$ cat config.mk
export PLATFORM = sky130hd
export DESIGN_NAME = page_slot_router
export DESIGN_NICKNAME = d
export VERILOG_FILES = /design/src/rtl/psr_pkg.sv /design/src/rtl/psr_cfg_walker.sv /design/src/rtl/psr_slot_table.sv /design/src/rtl/psr_access_ctrl.sv /design/src/rtl/page_slot_router.sv
export SDC_FILE = /design/constraint.sdc
export NUM_CORES = 1
export LEC_CHECK = 0
export BUFFER_PORTS_ARGS = -buffer_cell sky130_fd_sc_hd__buf_2
export CAP_MARGIN = 20
export CORE_ASPECT_RATIO = 0.5
export CORE_MARGIN = 3
export CORE_UTILIZATION = 53
export DETAILED_ROUTE_END_ITERATION = 10
export PLACE_DENSITY = 0.95
export SLEW_MARGIN = 20
export SYNTH_ARGS = -nofsm -noshare
export SYNTH_HDL_FRONTEND = slang
export SYNTH_HIERARCHICAL = 1
export SYNTH_SLANG_ARGS = --single-unit
export TNS_END_PERCENT = 10
$ cat constraint.sdc
create_clock -name clk -period 5.92 [get_ports clk]
set_input_delay 0.592 -clock clk [delete_from_list [all_inputs] [get_ports clk]]
set_output_delay 0.592 -clock clk [all_outputs]
set_load 0.05 [all_outputs]
$ cat src/rtl/psr_pkg.sv
package psr_pkg;
  typedef enum logic { WK_IDLE = 1'b0, WK_RUN = 1'b1 } walk_state_e;
  typedef enum logic { AX_IDLE = 1'b0, AX_DEV = 1'b1 } acc_state_e;
  localparam logic [1:0] SZ_BYTE = 2'd0;
  localparam logic [1:0] SZ_HALF = 2'd1;
  localparam logic [1:0] SZ_WORD = 2'd2;
endpackage

$ cat src/rtl/psr_cfg_walker.sv
module psr_cfg_walker
  import psr_pkg::*;
#(
  parameter int PAGE_BITS = 12,
  parameter int SLOT_BITS = 8,
  parameter int N_TGT     = 4,
  parameter int IDX_W     = 4,
  parameter int TGT_W     = 3
) (
  input  logic                 clk,
  input  logic                 rst_n,
  input  logic                 cfg_valid,
  input  logic [PAGE_BITS-1:0] cfg_offset,
  input  logic [PAGE_BITS:0]   cfg_length,
  input  logic [TGT_W-1:0]     cfg_target,
  output logic                 cfg_ready,
  output logic                 cfg_error,
  output logic                 wr_en,
  output logic [IDX_W-1:0]     wr_idx,
  output logic [TGT_W-1:0]     wr_tgt
);
  localparam int SUM_W     = PAGE_BITS + 2;
  localparam int PAGE_SIZE = 1 << PAGE_BITS;

  walk_state_e      state_q, state_d;
  logic [IDX_W-1:0] cur_q, cur_d, last_q, last_d;
  logic [TGT_W-1:0] tgt_q, tgt_d;
  logic             err_q, err_d;
  logic             ptr_en;

  logic [SUM_W-1:0] span_end, last_byte;
  logic             over_page, bad_tgt, accept;
  logic [IDX_W-1:0] first_idx, last_idx;

  assign span_end  = {2'b00, cfg_offset} + {1'b0, cfg_length};
  assign last_byte = span_end - SUM_W'(1);
  assign over_page = span_end > SUM_W'(PAGE_SIZE);
  assign bad_tgt   = cfg_target > TGT_W'(N_TGT);
  assign first_idx = cfg_offset[PAGE_BITS-1:SLOT_BITS];
  assign last_idx  = last_byte[PAGE_BITS-1:SLOT_BITS];
  assign accept    = cfg_valid && (state_q == WK_IDLE);

  always_comb begin
    state_d = state_q;
    cur_d   = cur_q;
    last_d  = last_q;
    tgt_d   = tgt_q;
    err_d   = 1'b0;
    ptr_en  = 1'b0;
    unique case (state_q)
      WK_IDLE: begin
        if (accept) begin
          if (over_page || bad_tgt) begin
            err_d = 1'b1;
          end else if (cfg_length != '0) begin
            state_d = WK_RUN;
            cur_d   = first_idx;
            last_d  = last_idx;
            tgt_d   = cfg_target;
            ptr_en  = 1'b1;
          end
        end
      end
      WK_RUN: begin
        ptr_en = 1'b1;
        if (cur_q == last_q) state_d = WK_IDLE;
        else                 cur_d   = cur_q + IDX_W'(1);
      end
      default: state_d = WK_IDLE;
    endcase
  end

  always_ff @(posedge clk or negedge rst_n) begin
    if (!rst_n) begin
      state_q <= WK_IDLE;
      err_q   <= 1'b0;
    end else begin
      state_q <= state_d;
      err_q   <= err_d;
    end
  end

  always_ff @(posedge clk or negedge rst_n) begin
    if (!rst_n) begin
      cur_q  <= '0;
      last_q <= '0;
      tgt_q  <= '0;
    end else if (ptr_en) begin
      cur_q  <= cur_d;
      last_q <= last_d;
      tgt_q  <= tgt_d;
    end
  end

  assign cfg_ready = (state_q == WK_IDLE);
  assign cfg_error = err_q;
  assign wr_en     = (state_q == WK_RUN);
  assign wr_idx    = cur_q;
  assign wr_tgt    = tgt_q;
endmodule

$ cat src/rtl/psr_slot_table.sv
module psr_slot_table #(
  parameter int NSLOT  = 16,
  parameter int IDX_W  = 4,
  parameter int TGT_W  = 3,
  parameter int SINK_ID = 4
) (
  input  logic             clk,
  input  logic             rst_n,
  input  logic             wr_en,
  input  logic [IDX_W-1:0] wr_idx,
  input  logic [TGT_W-1:0] wr_tgt,
  input  logic [IDX_W-1:0] rd_idx,
  output logic [TGT_W-1:0] rd_tgt
);
  logic [NSLOT*TGT_W-1:0] tbl_flat;

  for (genvar g = 0; g < NSLOT; g++) begin : g_slot
    logic [TGT_W-1:0] ent_q;
    logic             ent_en;
    assign ent_en = wr_en && (wr_idx == IDX_W'(g));
    always_ff @(posedge clk or negedge rst_n) begin
      if (!rst_n)      ent_q <= TGT_W'(SINK_ID);
      else if (ent_en) ent_q <= wr_tgt;
    end
    assign tbl_flat[g*TGT_W +: TGT_W] = ent_q;
  end

  assign rd_tgt = tbl_flat[rd_idx*TGT_W +: TGT_W];
endmodule

$ cat src/rtl/psr_access_ctrl.sv
module psr_access_ctrl
  import psr_pkg::*;
#(
  parameter int                ADDR_W    = 32,
  parameter int                DATA_W    = 32,
  parameter int                PAGE_BITS = 12,
  parameter int                SLOT_BITS = 8,
  parameter int                N_TGT     = 4,
  parameter int                IDX_W     = 4,
  parameter int                TGT_W     = 3,
  parameter logic [ADDR_W-1:0] PAGE_BASE = '0
) (
  input  logic                    clk,
  input  logic                    rst_n,
  input  logic                    cfg_valid,
  input  logic                    walk_idle,
  input  logic                    req_valid,
  output logic                    req_ready,
  input  logic [ADDR_W-1:0]       req_addr,
  input  logic                    req_write,
  input  logic [1:0]              req_size,
  input  logic [DATA_W-1:0]       req_wdata,
  output logic [IDX_W-1:0]        look_idx,
  input  logic [TGT_W-1:0]        look_tgt,
  output logic                    rsp_valid,
  output logic [DATA_W-1:0]       rsp_rdata,
  output logic [N_TGT-1:0]        dev_valid,
  output logic                    dev_write,
  output logic [PAGE_BITS-1:0]    dev_offset,
  output logic [1:0]              dev_size,
  output logic [DATA_W-1:0]       dev_wdata,
  input  logic [N_TGT-1:0]        dev_ack,
  input  logic [N_TGT*DATA_W-1:0] dev_rdata
);
  acc_state_e          state_q, state_d;
  logic [TGT_W-1:0]    tgt_q;
  logic [PAGE_BITS-1:0] off_q;
  logic [1:0]          size_q;
  logic                write_q;
  logic [DATA_W-1:0]   wdata_q;
  logic                rsp_v_q, rsp_v_d;
  logic [DATA_W-1:0]   rsp_d_q, rsp_d_d;
  logic                rsp_en, lat_en;

  logic [ADDR_W-1:0]   rel_addr;
  logic [PAGE_BITS-1:0] rel_off;
  logic                accept, to_sink, ack_hit;
  logic [DATA_W-1:0]   sel_rdata;

  assign rel_addr  = req_addr - PAGE_BASE;
  assign rel_off   = rel_addr[PAGE_BITS-1:0];
  assign look_idx  = rel_off[PAGE_BITS-1:SLOT_BITS];
  assign to_sink   = look_tgt >= TGT_W'(N_TGT);
  assign req_ready = (state_q == AX_IDLE) && walk_idle && !cfg_valid;
  assign accept    = req_valid && req_ready;
  assign ack_hit   = |(dev_ack & dev_valid);

  always_comb begin
    sel_rdata = '0;
    for (int i = 0; i < N_TGT; i++) begin
      if (tgt_q == TGT_W'(i)) sel_rdata = dev_rdata[i*DATA_W +: DATA_W];
    end
  end

  always_comb begin
    state_d = state_q;
    rsp_v_d = 1'b0;
    rsp_d_d = rsp_d_q;
    rsp_en  = 1'b0;
    lat_en  = 1'b0;
    unique case (state_q)
      AX_IDLE: begin
        if (accept) begin
          lat_en = 1'b1;
          if (to_sink) begin
            rsp_v_d = 1'b1;
            rsp_d_d = '0;
            rsp_en  = 1'b1;
          end else begin
            state_d = AX_DEV;
          end
        end
      end
      AX_DEV: begin
        if (ack_hit) begin
          state_d = AX_IDLE;
          rsp_v_d = 1'b1;
          rsp_d_d = write_q ? '0 : sel_rdata;
          rsp_en  = 1'b1;
        end
      end
      default: state_d = AX_IDLE;
    endcase
  end

  always_ff @(posedge clk or negedge rst_n) begin
    if (!rst_n) begin
      state_q <= AX_IDLE;
      rsp_v_q <= 1'b0;
    end else begin
      state_q <= state_d;
      rsp_v_q <= rsp_v_d;
    end
  end

  always_ff @(posedge clk or negedge rst_n) begin
    if (!rst_n)      rsp_d_q <= '0;
    else if (rsp_en) rsp_d_q <= rsp_d_d;
  end

  always_ff @(posedge clk or negedge rst_n) begin
    if (!rst_n) begin
      tgt_q   <= '0;
      off_q   <= '0;
      size_q  <= SZ_BYTE;
      write_q <= 1'b0;
      wdata_q <= '0;
    end else if (lat_en) begin
      tgt_q   <= look_tgt;
      off_q   <= rel_off;
      size_q  <= req_size;
      write_q <= req_write;
      wdata_q <= req_wdata;
    end
  end

  for (genvar i = 0; i < N_TGT; i++) begin : g_port
    assign dev_valid[i] = (state_q == AX_DEV) && (tgt_q == TGT_W'(i));
  end

  assign dev_write  = write_q;
  assign dev_offset = off_q;
  assign dev_size   = size_q;
  assign dev_wdata  = wdata_q;
  assign rsp_valid  = rsp_v_q;
  assign rsp_rdata  = rsp_d_q;
endmodule

$ cat src/rtl/page_slot_router.sv
module page_slot_router #(
  parameter int                ADDR_W    = 32,
  parameter int                DATA_W    = 32,
  parameter int                PAGE_BITS = 12,
  parameter int                SLOT_BITS = 8,
  parameter int                N_TGT     = 4,
  parameter logic [ADDR_W-1:0] PAGE_BASE = 32'h4000_3000,
  localparam int               IDX_W     = PAGE_BITS - SLOT_BITS,
  localparam int               NSLOT     = 1 << IDX_W,
  localparam int               TGT_W     = $clog2(N_TGT + 1)
) (
  input  logic                    clk,
  input  logic                    rst_n,
  input  logic                    cfg_valid,
  output logic                    cfg_ready,
  input  logic [PAGE_BITS-1:0]    cfg_offset,
  input  logic [PAGE_BITS:0]      cfg_length,
  input  logic [TGT_W-1:0]        cfg_target,
  output logic                    cfg_error,
  input  logic                    req_valid,
  output logic                    req_ready,
  input  logic [ADDR_W-1:0]       req_addr,
  input  logic                    req_write,
  input  logic [1:0]              req_size,
  input  logic [DATA_W-1:0]       req_wdata,
  output logic                    rsp_valid,
  output logic [DATA_W-1:0]       rsp_rdata,
  output logic [N_TGT-1:0]        dev_valid,
  output logic                    dev_write,
  output logic [PAGE_BITS-1:0]    dev_offset,
  output logic [1:0]              dev_size,
  output logic [DATA_W-1:0]       dev_wdata,
  input  logic [N_TGT-1:0]        dev_ack,
  input  logic [N_TGT*DATA_W-1:0] dev_rdata
);
  logic             wr_en;
  logic [IDX_W-1:0] wr_idx, look_idx;
  logic [TGT_W-1:0] wr_tgt, look_tgt;

  psr_cfg_walker #(
    .PAGE_BITS(PAGE_BITS), .SLOT_BITS(SLOT_BITS), .N_TGT(N_TGT),
    .IDX_W(IDX_W), .TGT_W(TGT_W)
  ) u_walk (
    .clk(clk), .rst_n(rst_n),
    .cfg_valid(cfg_valid), .cfg_offset(cfg_offset), .cfg_length(cfg_length),
    .cfg_target(cfg_target), .cfg_ready(cfg_ready), .cfg_error(cfg_error),
    .wr_en(wr_en), .wr_idx(wr_idx), .wr_tgt(wr_tgt)
  );

  psr_slot_table #(
    .NSLOT(NSLOT), .IDX_W(IDX_W), .TGT_W(TGT_W), .SINK_ID(N_TGT)
  ) u_tbl (
    .clk(clk), .rst_n(rst_n),
    .wr_en(wr_en), .wr_idx(wr_idx), .wr_tgt(wr_tgt),
    .rd_idx(look_idx), .rd_tgt(look_tgt)
  );

  psr_access_ctrl #(
    .ADDR_W(ADDR_W), .DATA_W(DATA_W), .PAGE_BITS(PAGE_BITS),
    .SLOT_BITS(SLOT_BITS), .N_TGT(N_TGT), .IDX_W(IDX_W), .TGT_W(TGT_W),
    .PAGE_BASE(PAGE_BASE)
  ) u_acc (
    .clk(clk), .rst_n(rst_n),
    .cfg_valid(cfg_valid), .walk_idle(cfg_ready),
    .req_valid(req_valid), .req_ready(req_ready), .req_addr(req_addr),
    .req_write(req_write), .req_size(req_size), .req_wdata(req_wdata),
    .look_idx(look_idx), .look_tgt(look_tgt),
    .rsp_valid(rsp_valid), .rsp_rdata(rsp_rdata),
    .dev_valid(dev_valid), .dev_write(dev_write), .dev_offset(dev_offset),
    .dev_size(dev_size), .dev_wdata(dev_wdata),
    .dev_ack(dev_ack), .dev_rdata(dev_rdata)
  );
endmodule

# Yosys cells after proc, flatten, opt, wreduce, memory -nomap -nowiden
# Cells that the tools add are included.
# totals
reg_bits	145
inputBits	231
output_inout_bits	87
word_cells	134
# op_classes
addsub	4
mul	1
magnitude_cmp	3
n_eq_ne	26
n_shift	1
mux	33
n_bitwise	4
reduce_logical	33
# ops
cell	n
$mux W32	8
$pmux W32 S2	1
$shiftx A48 B7 Y3	1
$eq A4 B4 Y1 const B	8
$logic_and A1 B1 Y1	24
$sub A12 B1 Y12 const B	2
$eq A4 B3 Y1 const B	4
$mux W4	4
$mux W1	15
$add A12 B13 Y14	1
$gt A14 B13 Y1 const B	1
$reduce_bool A13 Y1	1
$ne A2 B2 Y1 const B	5
$reduce_and A5 Y1	2
$eq A4 B2 Y1 const B	2
$pmux W1 S2	4
$pmux W4 S2	1
$eq A3 B2 Y1 const B	2
$mul A4 B2 Y6 const B	1
$add A4 B1 Y4 const B	1
$and A4 B4 Y4	1
$eq A4 B1 Y1 const B	1
$eq A4 B4 Y1	1
$logic_not A4 Y1	1
10 further kinds	13

# Longest topological paths before layout
# Gate-level depths: netlist of the first run.
# depth
depth_word	8
mapped_depth	11
ltp_nobuf	11

# Cells and area by module
# The synthesis of the first run kept the hierarchy.
# modules_own_cells
module	instances	cells_per_inst	area_each_um2	seq_area_each_um2
psr_access_ctrl	1	318	4155.2	2102.0
psr_slot_table	1	153	2308.5	1221.2
psr_cfg_walker	1	155	1522.7	325.3

# Least setup slack after synthesis of the first run
# Ideal clock, no wire load.
# synth_timing
path_kind	reg-to-reg
start	reg u_walk.state_q, in the netlist u_walk/wr_en
end	reg u_acc.rsp_d_q[11], in the netlist u_acc/rsp_rdata[11]
setup_time_ns	0.125
arrival_ns	3.172
required_ns	5.795
setup_slack_ns	2.622
stages_incl_launch_ff	9
n_path_buf	3
period_less_slack_ns	3.298
cell_sequence	dfrtp_1 -> clkbuf_1 -> inv_1 -> nor3b_1 -> and2_1 -> buf_2 -> a21oi_2 -> buf_6 -> mux2_4
# synth_between
elab_chain_cells	7
elab_cells_between_ends	8
cone_classes	1 x eq/ne; 2 x mux; 1 x bitwise; 4 x reduce/logical
# synth_lines
item	line	rtl
start, declared	psr_cfg_walker.sv:25	walk_state_e state_q, state_d;
start signal, assigned	psr_cfg_walker.sv:78	state_q <= state_d;
$not A1 Y1 *	psr_cfg_walker.sv:95	assign cfg_ready = (state_q == WK_IDLE);
via cfg_ready	page_slot_router.sv:15	output logic cfg_ready,
$logic_and A1 B1 Y1 * (2 in a row)	psr_access_ctrl.sv:54	assign req_ready = (state_q == AX_IDLE) && walk_idle && !cfg_valid;
via req_ready	page_slot_router.sv:21	output logic req_ready,
$logic_and A1 B1 Y1 *	psr_access_ctrl.sv:55	assign accept = req_valid && req_ready;
$mux W1	psr_access_ctrl.sv:73	if (accept) begin
$pmux W1 S2	psr_access_ctrl.sv:71	unique case (state_q)
$reduce_and A4 Y1 (no line) *	n/a	
end signal, assigned	psr_access_ctrl.sv:108	else if (rsp_en) rsp_d_q <= rsp_d_d;
end, declared	psr_access_ctrl.sv:42	logic [DATA_W-1:0] rsp_d_q, rsp_d_d;
# Mark *: on every way through the listed nets, which the timed path passes. The rest lies on a longest branch.
# A chain may end at the register's enable or synchronous reset.

# Final worst setup path of the first run
# layout_timing
start	reg u_acc.tgt_q[0]
end	out dev_valid[3]
# layout_between
elab_chain_cells	2
# layout_lines
item	line	rtl
start, declared	psr_access_ctrl.sv:36	logic [TGT_W-1:0] tgt_q;
start signal, assigned	psr_access_ctrl.sv:119	tgt_q <= look_tgt;
$eq A3 B2 Y1	psr_access_ctrl.sv:128	assign dev_valid[i] = (state_q == AX_DEV) && (tgt_q == TGT_W'(i));
$logic_and A1 B1 Y1	psr_access_ctrl.sv:128	
end, declared	page_slot_router.sv:28	output logic [N_TGT-1:0] dev_valid,
# No other way between the ends.

==> impl_metrics.toml, run 1 <==
[drt]
via_per_inst = 5.709
postRouteAntennaNets = 0
dr.pass1.iters = 5
vias = 6405
drtIter0Drc = 284
finalWirelength_mm = 22.74
avgRoutedWirePerCell_um = 20.26
drcViolationCount = 0

[power_and_ir_drop]
pwr_density_cell_mw_per_mm2 = 571.3
vdd_drop_max_uv = 258.9
finalPower_w = 0.005825
p_leak_nw = 4.976
p_sw_w = 0.002662
p_int_w = 0.003163
netSwitchingFraction_pct = 45.70
p_comb_share_pct = 48.4
clockPowerShare_pct = 19.1
p_seq_share_pct = 32.5

[sta]
drv_slew = 0
tns_ns = 0
max_freq_mhz = 281.7
period_minus_slack_ns = 3.550
finalSetupViolations = 0
skew_ns = 0.01891
final_hold_viol_count = 0
rsz0062_at_grt = "false"
post-route-period-util_pct = 59.96
finalWorstSetupSlack_ns = 2.370
slew_headroom_pct = 33.92
tightest_slew_ns = 0.9883

[worst_setup_path]
cp-end-kind = "output port"
crit_arrival_ns = 2.96
regToRegStartpoint = "u_acc/tgt_q[0]"
path_cells = "buf_4 > nand3b_1 > nor2_1 > buf_2"
critical_path_required_ns = 5.33
endpoint = "dev_valid[3]"
r2r-end = "u_acc/rsp_rdata[29]"
startpoint = "u_acc/tgt_q[0]"
r2r_cells = 6
crit_slowest_cell = "dfrtp_1"
critPathKind = "reg -> out"
cp_max_fo = 23
max_stage_delay_ns = 0.76
r2r_slack_ns = 3.13
startpoint_type = "flop"

[die]
die_area_sq_mm = 0.01667
die_h_um = 92.80
die_w_um = 179.6
coreArea_sq_mm = 0.01458
fp-row-count = 31
start_util_pct = 54.76
ioPinCount = 318

[layout]
fin_util_pct = 69.91
finish.net_count = 1155
drive_gt1_share_pct = 57.20
final_cell_mix = "buf_2, dfrtp_1, mux2_2"
design_area_sq_mm = 0.01020
final_common_cell = "buf_2"
areaGrowthSynthToFinish_pct = 27.67

[global_routing]
grt_pass1_vias = 6873
track_usage_pct = 26.81
gr-total-overflow = 0
grt_pass1_wl_mm = 35.54
antenna_found_initial = 0
grt_max_degree = 93

[clocking]
numCtsBuffers = 17
cts_resized = 0
hold_buffers = 0
cts.reportedPaths.clkPinSlew_ns = 0.07
postCtsSetupBuffers = 0
clock-root-buffer = "clkbuf_16"
cts_max_level = 4
cts_tree = "done"
clock_sinks = 145
clock_latency_ns = 0.42
cts_max_path_buffers = 2

[hold_path]
min_path_type = "in -> async"

[logic_synthesis]
synthCells = 626
netlist_area_sq_mm = 0.007986
synth-edff-count = 0
syn_nets = 871
postSynthAreaPerCell_sq_um = 12.76
yosysWarnings = 6
ys_async_sr_fraction_pct = 100.0
yosysUniqueCellTypes = 71
yosysSeqAreaShare_pct = 45.68
synthFlopType = "dfrtp_1"
synth_seq_cells = 145

[place]
portBuffers = 297
gp_congestion = 0.9012
dp_slack_ns = 2.338
dp_hpwl_mm = 16.75
placed_area_sq_mm = 0.009552

[status]
status = "finished clean"

[job]
max_cap_violations = 0
==> worst min-delay path by stage <==
stage / from / endpoint / slack, ns / depth (start not counted)
after floorplan: rst_n / u_acc/dev_offset[0] / 0.30 / 0
after global placement: u_acc/rsp_rdata[12] / u_acc/rsp_rdata[12] / 0.47 / 1
after detailed placement: u_acc/rsp_rdata[4] / u_acc/rsp_rdata[4] / 0.47 / 1
after CTS: rst_n / u_walk/cfg_error / 0.27 / 1
after global routing: rst_n / u_walk/wr_idx[3] / 0.30 / 1
final: rst_n / u_acc/dev_offset[4] / 0.25 / 1
==> area by class of cell <==
cell class / instances / area (sq um)
well taps: 198 / 247.7
repair buffers: 302 / 1550
multi-input cells: 419 / 4038
inverters: 25 / 93.84
diodes: 1 / 2.502
fillers: 984 / 4388
flip-flops and latches: 145 / 3650
clock inverters: 15 / 188.9
clock buffers: 17 / 425.4
==> cells in the mapped netlist, types with 2 or more instances <==
cell type | count | area, sq um
buf_6 | 5 | 56.30
xnor2_2 | 2 | 32.53
buf_4 | 5 | 37.54
o221ai_1 | 5 | 43.79
buf_2 | 14 | 70.07
mux4_1 | 8 | 210.2
mux2_4 | 19 | 285.3
a22oi_1 | 3 | 22.52
mux4_2 | 15 | 337.8
nor4_1 | 3 | 18.77
xnor2_1 | 5 | 43.79
o41ai_1 | 2 | 17.52
nand2_1 | 16 | 60.06
nand2b_1 | 8 | 50.05
mux2i_1 | 10 | 100.1
o21ai_0 | 8 | 40.04
dfrtp_1 | 129 | 3228
nand3b_1 | 7 | 52.55
or3_4 | 2 | 22.52
nand4_1 | 3 | 18.77
o211ai_1 | 3 | 22.52
nand3_1 | 11 | 55.05
mux2_2 | 117 | 1318
o21a_1 | 2 | 15.01
a21oi_1 | 10 | 50.05
o22ai_1 | 17 | 106.4
dfstp_2 | 16 | 420.4
nor2_1 | 39 | 146.4
nor3b_1 | 3 | 22.52
xor2_1 | 9 | 78.83
or3_1 | 2 | 12.51
ha_1 | 13 | 162.7
a21oi_2 | 2 | 17.52
nor2b_1 | 2 | 12.51
or4_1 | 2 | 15.01
o2bb2ai_1 | 16 | 140.1
inv_1 | 25 | 93.84
nor3_1 | 18 | 90.09
and3_1 | 2 | 12.51
a211oi_1 | 2 | 15.01
clkbuf_1 | 11 | 41.29
clkbuf_2 | 2 | 10.01
o21ai_1 | 5 | 25.02
==> metrics by stage <==
stage               cells  hold WS, ns
CTS                  1120       0.2681
detailed placement   1088       0.4720
global route         1121       0.2967
global placement     1088       0.4697
finish               1122       0.2456
floorplan             626       0.2964
==> worst max-delay path, delay by kind of cell, from the launching register on <==
kind,cells,cell delay (ns)
flops,1,0.76
simple gates,2,1.04
buf+inv,2,0.73
==> flip-flops by register name, summed over array words and instances, names as in the netlist <==
name,flops
u_acc/rsp_rdata,32
u_walk/last_q,4
u_acc/dev_offset,12
u_acc/tgt_q,3
u_acc/dev_wdata,32
u_walk/wr_tgt,3
u_tbl/g_slot.ent_q,48
u_acc/dev_write,1
u_acc/state_q,1
u_acc/rsp_valid,1
u_walk/wr_idx,4
u_walk/wr_en,1
u_acc/dev_size,2
u_walk/cfg_error,1
==> routing by layer <==
layer  global-route usage [%]  vias to the layer above  part of all wire, %
met1                    31.00                     3168                   39
met5                        0                        -                    0
li1                         -                     2899                    -
met4                    11.45                        0                  3.0
met2                    48.49                      279                   52
met3                    6.159                       59                  6.3
==> logic make-up after synthesis <==
family | synth area share (%)
multiplexers | 28.18
flip-flops | 45.68
AND/OR/NAND/NOR | 9.165
AO/OA/AOI/OAI | 8.867
buffers and inverters | 3.870
XOR/XNOR | 1.943
adder cells (fa/ha/maj) | 2.287
==> power groups by stage <==
stage / Sequential (W) / Combinational [W] / Clock (W)
2_1_floorplan: 0.00265 / 0.00127 / 0
3_3_place_gp: 0.00182 / 0.00269 / 0
3_5_place_dp: 0.00188 / 0.00279 / 0
6_report: 0.00189 / 0.00282 / 0.00111
5_1_grt: 0.00195 / 0.00296 / 0.00117
4_1_cts: 0.00188 / 0.00281 / 0.00113
Note: power is estimated with default switching activity, not from simulation.
==> run 2, diff against run 1 <==
--- a/config.mk
+++ b/config.mk
@@ -9,9 +9,9 @@
 export CAP_MARGIN = 20
 export CORE_ASPECT_RATIO = 0.5
 export CORE_MARGIN = 3
-export CORE_UTILIZATION = 53
+export CORE_UTILIZATION = 45
 export DETAILED_ROUTE_END_ITERATION = 10
-export PLACE_DENSITY = 0.95
+export PLACE_DENSITY = 0.87
 export SLEW_MARGIN = 20
 export SYNTH_ARGS = -nofsm -noshare
 export SYNTH_HDL_FRONTEND = slang
==> constraint.sdc (replaced) <==
create_clock -name clk -period 3.2 [get_ports clk]
set_input_delay 0.32 -clock clk [delete_from_list [all_inputs] [get_ports clk]]
set_output_delay 0.32 -clock clk [all_outputs]
set_load 0.05 [all_outputs]
==> impl_metrics.toml, run 2 (synthesized netlist as in run 1, its figures left out) <==
[clocking]
postCtsSetupBuffers = 0
clock_latency_ns = 0.41
cts_max_path_buffers = 2
clock-root-buffer = "clkbuf_16"
numCtsBuffers = 17
cts.reportedPaths.clkPinSlew_ns = 0.07
clock_sinks = 145
cts_max_level = 4
cts_tree = "done"

[worst_setup_path]
cp_max_fo = 7
r2r_slack_ns = 0.85
cp-end-kind = "flop"
r2r_cells = 5
crit_arrival_ns = 3.05
startpoint_type = "primary input"
critical_path_required_ns = 3.50
startpoint = "cfg_length[0]"
r2r-end = "u_acc/dev_wdata[17]"
critPathKind = "in -> reg"
regToRegStartpoint = "u_walk/wr_en"

[drt]
via_per_inst = 5.500
drcViolationCount = 0
drtIter0Drc = 351
avgRoutedWirePerCell_um = 19.20
postRouteAntennaNets = 0
dr.pass1.iters = 5
vias = 6369
finalWirelength_mm = 22.24

[global_routing]
gr-total-overflow = 0
grt_max_degree = 76
antenna_found_initial = 0
grt_pass1_vias = 6862
track_usage_pct = 22.59
grt_pass1_wl_mm = 35.16

[layout]
drive_gt1_share_pct = 57.47
largest_reg_flops = 48
antenna_cells = 0
largest_register = "u_tbl/g_slot.ent_q"
final_common_cell = "buf_2"
final.fill_count = 1335
final_cell_mix = "buf_2, dfrtp_1, mux2_2"
instances_no_fill = 1158
finish.net_count = 1163
areaGrowthSynthToFinish_pct = 28.69

[die]
die_h_um = 100.2
fp-row-count = 33
die_area_sq_mm = 0.01948
start_util_pct = 47.29
coreArea_sq_mm = 0.01689
die_w_um = 194.4
ioPinCount = 318

[sta]
max_freq_mhz = 364.5
period_minus_slack_ns = 2.744
skew_ns = 0.01377
tightest_slew_ns = 0.6854
finalSetupViolations = 0
tns_ns = 0
drv_slew = 0
fin_hold_ws_ns = 0.1364
slew_headroom_pct = 54.31
post-route-period-util_pct = 85.74
rsz0062_at_grt = "false"
final_hold_viol_count = 0

[power_and_ir_drop]
p_leak_nw = 5.006
p_int_w = 0.005795
vdd_drop_max_uv = 533.6
p_comb_share_pct = 48.6
p_seq_share_pct = 32.8
clockPowerShare_pct = 18.6
p_sw_w = 0.004813
pwr_density_cell_mw_per_mm2 = 1032
netSwitchingFraction_pct = 45.37

[job]
max_cap_violations = 0

[hold_path]
hold_path_depth = 2
hold_start = "req_addr[4]"
min_path_type = "in -> reg"
min_to = "u_acc/dev_offset[4]"

[status]
status = "finished clean"

[place]
portBuffers = 297
gp_congestion = 0.8837
dp.cells = 1125
dp_hpwl_mm = 16.73
## run 2: repair_timing
action	4_1_cts	5_1_grt
hold buffers	1	0
gates resized for setup	0	0
endpoints found under the hold margin	66	0
## run 2: how the worst max path moves through the flow
stage	depth (start not counted)	to	slack, ns
2_1_floorplan	11	u_walk/last_q[0]	0.22
3_3_place_gp	12	u_walk/wr_tgt[1]	0.12
3_5_place_dp	12	u_walk/wr_tgt[2]	0.0008
4_1_cts	12	u_walk/wr_tgt[2]	0.45
5_1_grt	13	u_walk/wr_idx[3]	0.28
6_report	12	u_walk/wr_tgt[2]	0.46
## run 2: power groups by stage
stage / Sequential (W) / Combinational [W] / Clock [W]
2_1_floorplan: 0.00491 / 0.00236 / 0
3_3_place_gp: 0.00340 / 0.00500 / 0
3_5_place_dp: 0.00347 / 0.00515 / 0
4_1_cts: 0.00347 / 0.00518 / 0.00201
5_1_grt: 0.00360 / 0.00544 / 0.00209
6_report: 0.00348 / 0.00516 / 0.00197
## run 2: metrics by stage
| step | setup slack (ns) | util [%] | area (sq um) | total power, W |
|---|---|---|---|---|
| 2_1_floorplan | 0.2235 | - | 7991 | 0.007270 |
| 3_3_place_gp | 0.1203 | 57.31 | 9678 | 0.008405 |
| 3_5_place_dp | 0.0007625 | 57.31 | 9678 | 0.008619 |
| 4_1_cts | 0.4549 | 60.86 | 10280 | 0.01066 |
| 5_1_grt | 0.2751 | 60.86 | 10280 | 0.01112 |
| 6_report | 0.4562 | 60.86 | 10280 | 0.01061 |
## run 2: layout make-up
type / count / area [sq um] / area share (%)
tap: 227 / 284.0 / 2.764
timing repair buffer: 310 / 1618 / 15.74
multi-input combinational: 419 / 4043 / 39.34
inverter: 25 / 93.84 / 0.9131
clock inverter: 13 / 146.4 / 1.424
clock buffer: 19 / 442.9 / 4.310
sequential: 145 / 3650 / 35.51
## run 2: critical path, stage by stage
cell       delay [ns]
buf_2            0.09
ha_1             0.15
inv_1            0.06
fa_1             0.53
nand2b_4         0.05
a311oi_1         0.27
o21ai_1          0.16
a2111oi_4        0.41
nand4b_4         0.15
o31a_4           0.34
nor2_8           0.19
mux2_4           0.32
## run 2: metal layers
metal | track usage [%] | wire length [um]
met2 | 41.70 | 11800
met4 | 7.828 | 450
met5 | 0 | 0
met1 | 26.29 | 8712
met3 | 5.198 | 1276
==> run 3, diff against run 2 <==
--- a/config.mk
+++ b/config.mk
@@ -9,9 +9,10 @@
 export CAP_MARGIN = 20
 export CORE_ASPECT_RATIO = 0.5
 export CORE_MARGIN = 3
-export CORE_UTILIZATION = 45
+export CORE_UTILIZATION = 53
 export DETAILED_ROUTE_END_ITERATION = 10
-export PLACE_DENSITY = 0.87
+export PLACE_DENSITY = 0.95
+export RECOVER_POWER = 50
 export SLEW_MARGIN = 20
 export SYNTH_ARGS = -nofsm -noshare
 export SYNTH_HDL_FRONTEND = slang
==> constraint.sdc (replaced) <==
create_clock -name clk -period 3.21 [get_ports clk]
set_input_delay 0.321 -clock clk [delete_from_list [all_inputs] [get_ports clk]]
set_output_delay 0.321 -clock clk [all_outputs]
set_load 0.05 [all_outputs]
==> impl_metrics.toml, run 3 (synthesized netlist as in run 1, its figures left out) <==
[clocking]
clock_sinks = 145
clock_latency_ns = 0.42
numCtsBuffers = 17
hold_buffers = 1
cts.reportedPaths.clkPinSlew_ns = 0.07
cts_max_level = 4
postCtsSetupBuffers = 0
clock-root-buffer = "clkbuf_16"
cts_resized = 0
cts_tree = "done"
cts_max_path_buffers = 2

[sta]
skew_ns = 0.01305
slew_headroom_pct = -9.125
finalSetupViolations = 0
period_minus_slack_ns = 2.777
rsz0062_at_grt = "false"
post-route-period-util_pct = 86.51
final_hold_viol_count = 0
tns_ns = 0
drv_slew = 68
max_freq_mhz = 360.1
tightest_slew_ns = 1.637

[job]
max_cap_violations = 1

[power_and_ir_drop]
pwr_density_cell_mw_per_mm2 = 1041
vdd_drop_max_uv = 507.3
p_leak_nw = 4.740

[hold_path]
hold_path_depth = 2
min_to = "u_acc/dev_offset[4]"
min_path_type = "in -> reg"
hold_start = "req_addr[4]"

[place]
gp_congestion = 0.9119
placed_area_sq_mm = 0.009649
dp_hpwl_mm = 17.09
portBuffers = 297

[drt]
drtIter0Drc = 447
dr.pass1.iters = 5
finalWirelength_mm = 22.88
vias = 6455
avgRoutedWirePerCell_um = 20.25
via_per_inst = 5.712
postRouteAntennaNets = 0
drcViolationCount = 0

[die]
start_util_pct = 54.76
fp-row-count = 31
ioPinCount = 318
die_area_sq_mm = 0.01667
coreArea_sq_mm = 0.01458
die_w_um = 179.6
die_h_um = 92.80

[layout]
design_area_sq_mm = 0.01016
final.fill_count = 1041
largest_reg_flops = 48
areaGrowthSynthToFinish_pct = 27.18
antenna_cells = 0
finish.net_count = 1164
largest_register = "u_tbl/g_slot.ent_q"
final_common_cell = "buf_2"
drive_gt1_share_pct = 49.68
final_cell_mix = "buf_2, dfrtp_1, mux2_2"

[worst_setup_path]
startpoint_type = "primary input"
crit_slowest_cell = "fa_1"
r2r_cells = 6
r2r-end = "u_acc/rsp_rdata[23]"
max_stage_delay_ns = 0.55
critical_path_required_ns = 3.50
r2r_slack_ns = 0.81
critPathKind = "in -> reg"
cp-end-kind = "flop"
crit_arrival_ns = 3.07
cp_max_fo = 7
regToRegStartpoint = "u_tbl/g_slot[1].ent_q[2]"
path_cells = "buf_2 > ha_1 > inv_1 > fa_1 > nand2b_4 > a311oi_1 > o21ai_1 > a2111oi_4 > nand4b_4 > o31a_4 > nor2_8 > mux2_4"

[global_routing]
grt_max_degree = 69
antenna_found_initial = 0
grt_pass1_wl_mm = 36.38
gr-total-overflow = 0
track_usage_pct = 27.23
grt_pass1_vias = 6956

[status]
violations = "max-capacitance violations, max-slew violations"
status = "finished with violations"
## run 3: cell count changes in the layout (fill, tap and decap cells not counted), sizes merged
| cell | before | now |
|---|---|---|
| clkbuf | 19 | 94 |
| clkinv | 6 | 3 |
| buf | 309 | 235 |
| clkinvlp | 0 | 3 |
## run 3: power by group
group,internal [W],switching (W)
Combinational,0.00178,0.00333
Sequential,0.00275,0.000747
Clock,0.00114,0.000841
## run 3: area by class of cell
type | count | area (sq um) | share of cell area, %
timing repair buffer | 311 | 1526 | 15.03
clock inverter | 13 | 143.9 | 1.417
multi-input combinational | 419 | 4043 | 39.80
sequential | 145 | 3650 | 35.93
tap | 198 | 247.7 | 2.439
inverter | 25 | 93.84 | 0.9239
clock buffer | 19 | 452.9 | 4.459
## run 3: through the flow
stage / total power [W] / utilization (%) / hold slack, ns / std cells / setup WS [ns]
2_1_floorplan: 0.007247 / - / 0.02541 / 626 / 0.2325
3_3_place_gp: 0.008359 / 66.16 / 0.3470 / 1097 / 0.1318
3_5_place_dp: 0.008637 / 66.16 / 0.3543 / 1097 / 0.03328
4_1_cts: 0.01069 / 70.32 / 0.1216 / 1130 / 0.4560
5_1_grt: 0.01105 / 69.65 / 0.1277 / 1130 / 0.2499
6_report: 0.01058 / 69.65 / 0.1330 / 1130 / 0.4330
## run 3: worst max-delay path by stage
stage                        startpoint  cells after the start  slack, ns                to
final                     cfg_length[0]                     12       0.43  u_walk/wr_tgt[0]
after global routing      cfg_length[0]                     12       0.25  u_walk/wr_tgt[0]
after CTS                 cfg_length[0]                     12       0.46  u_walk/wr_tgt[0]
after detailed placement  cfg_length[0]                     12       0.03  u_walk/wr_tgt[0]
after global placement    cfg_length[0]                     12       0.13  u_walk/last_q[0]
after floorplan           cfg_offset[0]                     11       0.23  u_walk/last_q[0]
## run 3: worst max-delay path, delay by kind of cell
kind / cells / cell delay, ns
AO/OA/AOI/OAI: 4 / 1.16
adder cells (fa/ha/maj): 2 / 0.70
buffers and inverters: 2 / 0.15
multiplexers: 1 / 0.32
AND/OR/NAND/NOR: 3 / 0.41
## run 3: metal layers
layer	global-route usage (%)	wire (um)	up-vias	part of all wire (%)
met2	49.43	12010	309	52
met5	0	0	-	0
li1	-	-	2911	-
met3	5.845	1373	54	6.0
met1	32.68	8957	3181	39
met4	8.875	539	0	2.4
